$ cat src/rtl/pfd_pkg.sv
package pfd_pkg;
    typedef enum logic [1:0] {
        PH_EQUAL     = 2'b00,
        PH_REF_LEADS = 2'b01,
        PH_DIV_LEADS = 2'b10
    } phase_state_t;

    localparam int LANE_REF   = 0;
    localparam int LANE_DIV   = 1;
    localparam int LANE_SLOPE = 2;
    localparam int NUM_LANES  = 3;
endpackage

$ cat src/rtl/pfd_edge_sampler.sv
module pfd_edge_sampler #(
    parameter int               LANES   = 3,
    parameter logic [LANES-1:0] RST_VAL = '0
) (
    input  logic             clk,
    input  logic             rst_n,
    input  logic [LANES-1:0] raw,
    output logic [LANES-1:0] q,
    output logic [LANES-1:0] rise
);
    for (genvar g = 0; g < LANES; g++) begin : g_lane
        always_ff @(posedge clk or negedge rst_n) begin
            if (!rst_n) q[g] <= RST_VAL[g];
            else        q[g] <= raw[g];
        end
        assign rise[g] = raw[g] & ~q[g];
    end
endmodule

$ cat src/rtl/pfd_state_core.sv
module pfd_state_core
    import pfd_pkg::*;
(
    input  logic         clk,
    input  logic         rst_n,
    input  logic         ref_rise,
    input  logic         div_rise,
    output phase_state_t state
);
    phase_state_t nxt;

    always_ff @(posedge clk or negedge rst_n) begin
        if (!rst_n) state <= PH_EQUAL;
        else        state <= nxt;
    end

    always_comb begin
        nxt = state;
        unique case (state)
            PH_EQUAL: begin
                if (ref_rise && !div_rise)      nxt = PH_REF_LEADS; // T_REF_FIRST
                else if (div_rise && !ref_rise) nxt = PH_DIV_LEADS; // T_DIV_FIRST
            end
            PH_REF_LEADS: if (div_rise) nxt = PH_EQUAL;             // T_DIV_CATCH
            PH_DIV_LEADS: if (ref_rise) nxt = PH_EQUAL;             // T_REF_CATCH
            default:      nxt = PH_EQUAL;
        endcase
    end
endmodule

$ cat src/rtl/pfd_out_encoder.sv
module pfd_out_encoder
    import pfd_pkg::*;
(
    input  phase_state_t state,
    input  logic         slope_pos,
    input  logic         ref_q,
    input  logic         div_q,
    output logic         pump_drive,
    output logic         pump_en,
    output logic         ext_raise,
    output logic         ext_pull_en,
    output logic         lock_ok,
    output logic         monitor
);
    logic ahead, behind, push_up, push_dn;

    always_comb begin
        ahead   = (state == PH_REF_LEADS);
        behind  = (state == PH_DIV_LEADS);
        push_up = slope_pos ? ahead  : behind;
        push_dn = slope_pos ? behind : ahead;
        pump_en     = push_up | push_dn;
        pump_drive  = push_up;
        ext_raise   = push_dn;
        ext_pull_en = push_up;
        lock_ok     = (state == PH_EQUAL);
        monitor     = slope_pos ? ref_q : div_q;
    end
endmodule

$ cat src/rtl/polarity_phase_comparator.sv
module polarity_phase_comparator
    import pfd_pkg::*;
(
    input  logic clk,
    input  logic rst_n,
    input  logic ref_pulse,
    input  logic div_pulse,
    input  logic slope_sel,
    output logic pump_drive,
    output logic pump_en,
    output logic ext_raise,
    output logic ext_pull_en,
    output logic lock_ok,
    output logic monitor
);
    localparam logic [NUM_LANES-1:0] LANE_RST = NUM_LANES'(1) << LANE_SLOPE;

    logic [NUM_LANES-1:0] raw_in, smp_q, smp_rise;
    phase_state_t         state;

    assign raw_in = {slope_sel, div_pulse, ref_pulse};

    pfd_edge_sampler #(.LANES(NUM_LANES), .RST_VAL(LANE_RST)) u_sampler (
        .clk  (clk),
        .rst_n(rst_n),
        .raw  (raw_in),
        .q    (smp_q),
        .rise (smp_rise)
    );

    pfd_state_core u_core (
        .clk     (clk),
        .rst_n   (rst_n),
        .ref_rise(smp_rise[LANE_REF]),
        .div_rise(smp_rise[LANE_DIV]),
        .state   (state)
    );

    pfd_out_encoder u_enc (
        .state      (state),
        .slope_pos  (smp_q[LANE_SLOPE]),
        .ref_q      (smp_q[LANE_REF]),
        .div_q      (smp_q[LANE_DIV]),
        .pump_drive (pump_drive),
        .pump_en    (pump_en),
        .ext_raise  (ext_raise),
        .ext_pull_en(ext_pull_en),
        .lock_ok    (lock_ok),
        .monitor    (monitor)
    );
endmodule

$ cat config.mk
export PLATFORM = sky130hd
export DESIGN_NAME = polarity_phase_comparator
export DESIGN_NICKNAME = d
export VERILOG_FILES = /design/src/rtl/pfd_pkg.sv /design/src/rtl/pfd_edge_sampler.sv /design/src/rtl/pfd_state_core.sv /design/src/rtl/pfd_out_encoder.sv /design/src/rtl/polarity_phase_comparator.sv
export SDC_FILE = /design/constraint.sdc
export NUM_CORES = 1
export LEC_CHECK = 0
export ABC_CLOCK_PERIOD_IN_PS = 3500
export BUFFER_PORTS_ARGS = -buffer_cell sky130_fd_sc_hd__buf_2
export CORE_AREA = 10 10 47 49
export CTS_BUF_LIST = sky130_fd_sc_hd__clkbuf_4
export CTS_CLUSTER_DIAMETER = 120
export DETAILED_ROUTE_END_ITERATION = 10
export DIE_AREA = 0 0 57 59
export PLACE_DENSITY = 0.47
export SLEW_MARGIN = 20
export SYNTH_ARGS = -nofsm -noshare
export SYNTH_HDL_FRONTEND = slang
export SYNTH_SLANG_ARGS = --single-unit
$ cat constraint.sdc
create_clock -name clk -period 3.5 [get_ports clk]
set_input_delay 0.175 -clock clk [delete_from_list [all_inputs] [get_ports clk]]
set_output_delay 0.175 -clock clk [all_outputs]
set_load 0.1 [all_outputs]
==> impl_metrics.py <==
metrics = {
    "sta": {
        "drv_slew": 0,
        "worstMarginPinSlew_ns": 0.497,
        "fin_skew_ns": 0.000884,
        "finalHoldViolCount": 0,
        "min_period_ns": 1.73,
        "max_freq_ghz": 0.579,
        "rsz0062_at_grt": "no",
        "setup_violations": 0,
        "tns_ns": 0,
        "slew-limit-headroom_pct": 67.1,
        "fin_crit_sh_pct": 49.4,
        "worst_slack_ns": 1.77,
    },
    "placed_design": {
        "gp_congestion": 0.607,
        "hpwl_um": 479,
        "dp_slack_ns": 2.01,
        "numPortBuffers": 10,
    },
    "synthesis": {
        "synth.distinct_cells": 16,
        "synth_top_area_share_pct": 39.6,
        "synth_edf_count": 0,
        "yosys_warnings": 0,
        "avgSynthCellArea_um2": 12.0,
        "ys_ff_latch": 5,
        "ys_async_sr_fraction_pct": 100,
        "yosysSeqAreaShare_pct": 50.0,
        "syn-num-nets": 27,
        "syn_inst": 21,
        "synthTopCellsByCount": "dfrtp_1 (4), mux2i_1 (2), nand2b_1 (2)",
        "synth_top_area_cell": "dfrtp_1",
        "synth.most_common_cell": "dfrtp_1",
        "netlist_top_cells_area": "dfrtp_1 (40%), dfstp_2 (10%), mux2i_1 (7.9%)",
        "synth_flop_cell": "dfrtp_1",
        "syn_area_um2": 253,
    },
    "clocking": {
        "cts_tree": "built",
        "htree_levels": 1,
        "clk_latency_ns": 0.23,
        "cts_resized": 0,
        "cts_buffer_depth": 2,
        "cts_buffers": 3,
        "clk_pin_slew_worst_paths_ns": 0.04,
        "cts.sinks": 5,
        "root_buffer": "clkbuf_4",
    },
    "layout": {
        "drive_above_1_share_pct": 51.4,
        "ff_latch_area_um2": 126,
        "fillers": 161,
        "area_delta_synth_final_pct": 40.6,
        "multi_input_area_um2": 115,
        "finalNetCount": 42,
        "diodes": 0,
    },
    "floorplan": {
        "core-area_um2": 1400,
        "core.rowCount": 14,
        "die_x_um": 57,
        "initial_core_util_pct": 18.0,
        "io_pins": 11,
        "dieArea_um2": 3360,
        "die_h_um": 59,
    },
    "critical_path": {
        "cp_max_fo": 5,
        "critPathRequiredTime_ns": 3.32,
        "crit_arrival_ns": 1.55,
        "cp-start-kind": "flip-flop",
        "cpMaxStageDelayCell": "buf_2",
        "r2r_cells": 4,
        "crit_type": "reg2out",
        "rrSetupSlack_ns": 2.03,
        "end_kind": "primary output",
        "critical_path.cell_chain": "or2b_1, mux2i_1, buf_2",
        "cpPeakStageDelay_ns": 0.46,
    },
    "routing": {
        "wl_um": 528,
        "ant_nets": 0,
        "via_per_inst": 3.86,
        "dr.pass1.iters": 2,
        "drc": 0,
        "post_drt_wl_per_cell_um": 10.4,
        "vias": 197,
        "drtIter0Drc": 2,
    },
    "global_routing": {
        "grt_max_degree": 6,
        "grt_overflow": 0,
        "grt_pass1_wl_um": 938,
        "grt_antenna_before_repair": 0,
        "track_usage_pct": 3.76,
        "grt_pass1_vias": 236,
    },
    "worst_hold_path": {
        "hold_class": "in2reg",
        "hold-path-cell-count": 1,
    },
    "flow_run": {
        "maxCapViolCount": 0,
    },
    "outcome": {
        "status": "complete, no violations",
    },
}
layout make-up:
cell class                 count  area share, %
timing repair buffer          11           16.9
clock buffer                   4           8.45
sequential                     5           35.6
multi-input combinational     14           32.4
inverter                       1           1.06
tap                           16           5.63
state kept, by name (all words and copies together), names as in the netlist:
register	flops
u_core.state	2
u_sampler.q	3
per-stage QoR:
step	instance area, um2	util, %	std cells	hold slack (ns)
4_1_cts	355	25.4	51	0.0347
3_5_place_dp	315	22.5	46	-0.00770
3_3_place_gp	315	22.5	46	-0.00819
6_report	355	25.4	51	0.0426
2_1_floorplan	253	-	21	-0.121
5_1_grt	355	25.4	51	0.0172
layer usage:
layer	track usage, %	vias to the layer above	part of all wire [%]
met1	3.93	88	47
li1	-	99	-
met3	2.58	0	10
met5	0	-	0
met4	4.03	0	0
met2	4.65	10	43
path summary, 6_finish.rpt:
check                                            startpoint                           to
worst min-delay path                              slope_sel     u_sampler.q[2]$_DFF_PN1_
max in group asynchronous                             rst_n     u_sampler.q[2]$_DFF_PN1_
worst max-delay path            u_core.state[0]$_DFFE_PN0P_                   pump_drive
min in group asynchronous                             rst_n     u_sampler.q[1]$_DFF_PN0_
worst min register to register     u_sampler.q[0]$_DFF_PN0_  u_core.state[1]$_DFFE_PN0P_
worst max register to register     u_sampler.q[0]$_DFF_PN0_  u_core.state[1]$_DFFE_PN0P_
critical path, delay by kind of cell (launching register included):
family / cells / cell delay (ns)
flops: 1 / 0.41
mux: 1 / 0.17
simple gates: 1 / 0.29
buf+inv: 1 / 0.46
kinds of logic after synthesis:
group	synth area share, %
DFF	50.0
adders and majority gates	4.95
buffers and inverters	4.46
muxes	12.4
and+or+nand+nor	20.8
AOI/OAI and AO/OA	7.43
cell usage in the layout, fill, tap and decap left out, types with 2 or more instances in the layout:
cell type and n:
buf_2 10, clkbuf_4 4, dfrtp_1 4, mux2i_1 2
nand2b_1 2
repair_timing:
item | CTS | global route
hold endpoints to repair | 5 | 0
buffers inserted | 0 | 0
hold buffers | 1 | 0
Power is left out: the tool's default activity adds up to more than one toggle a clock period on the data nets, which glitch-free logic cannot reach.
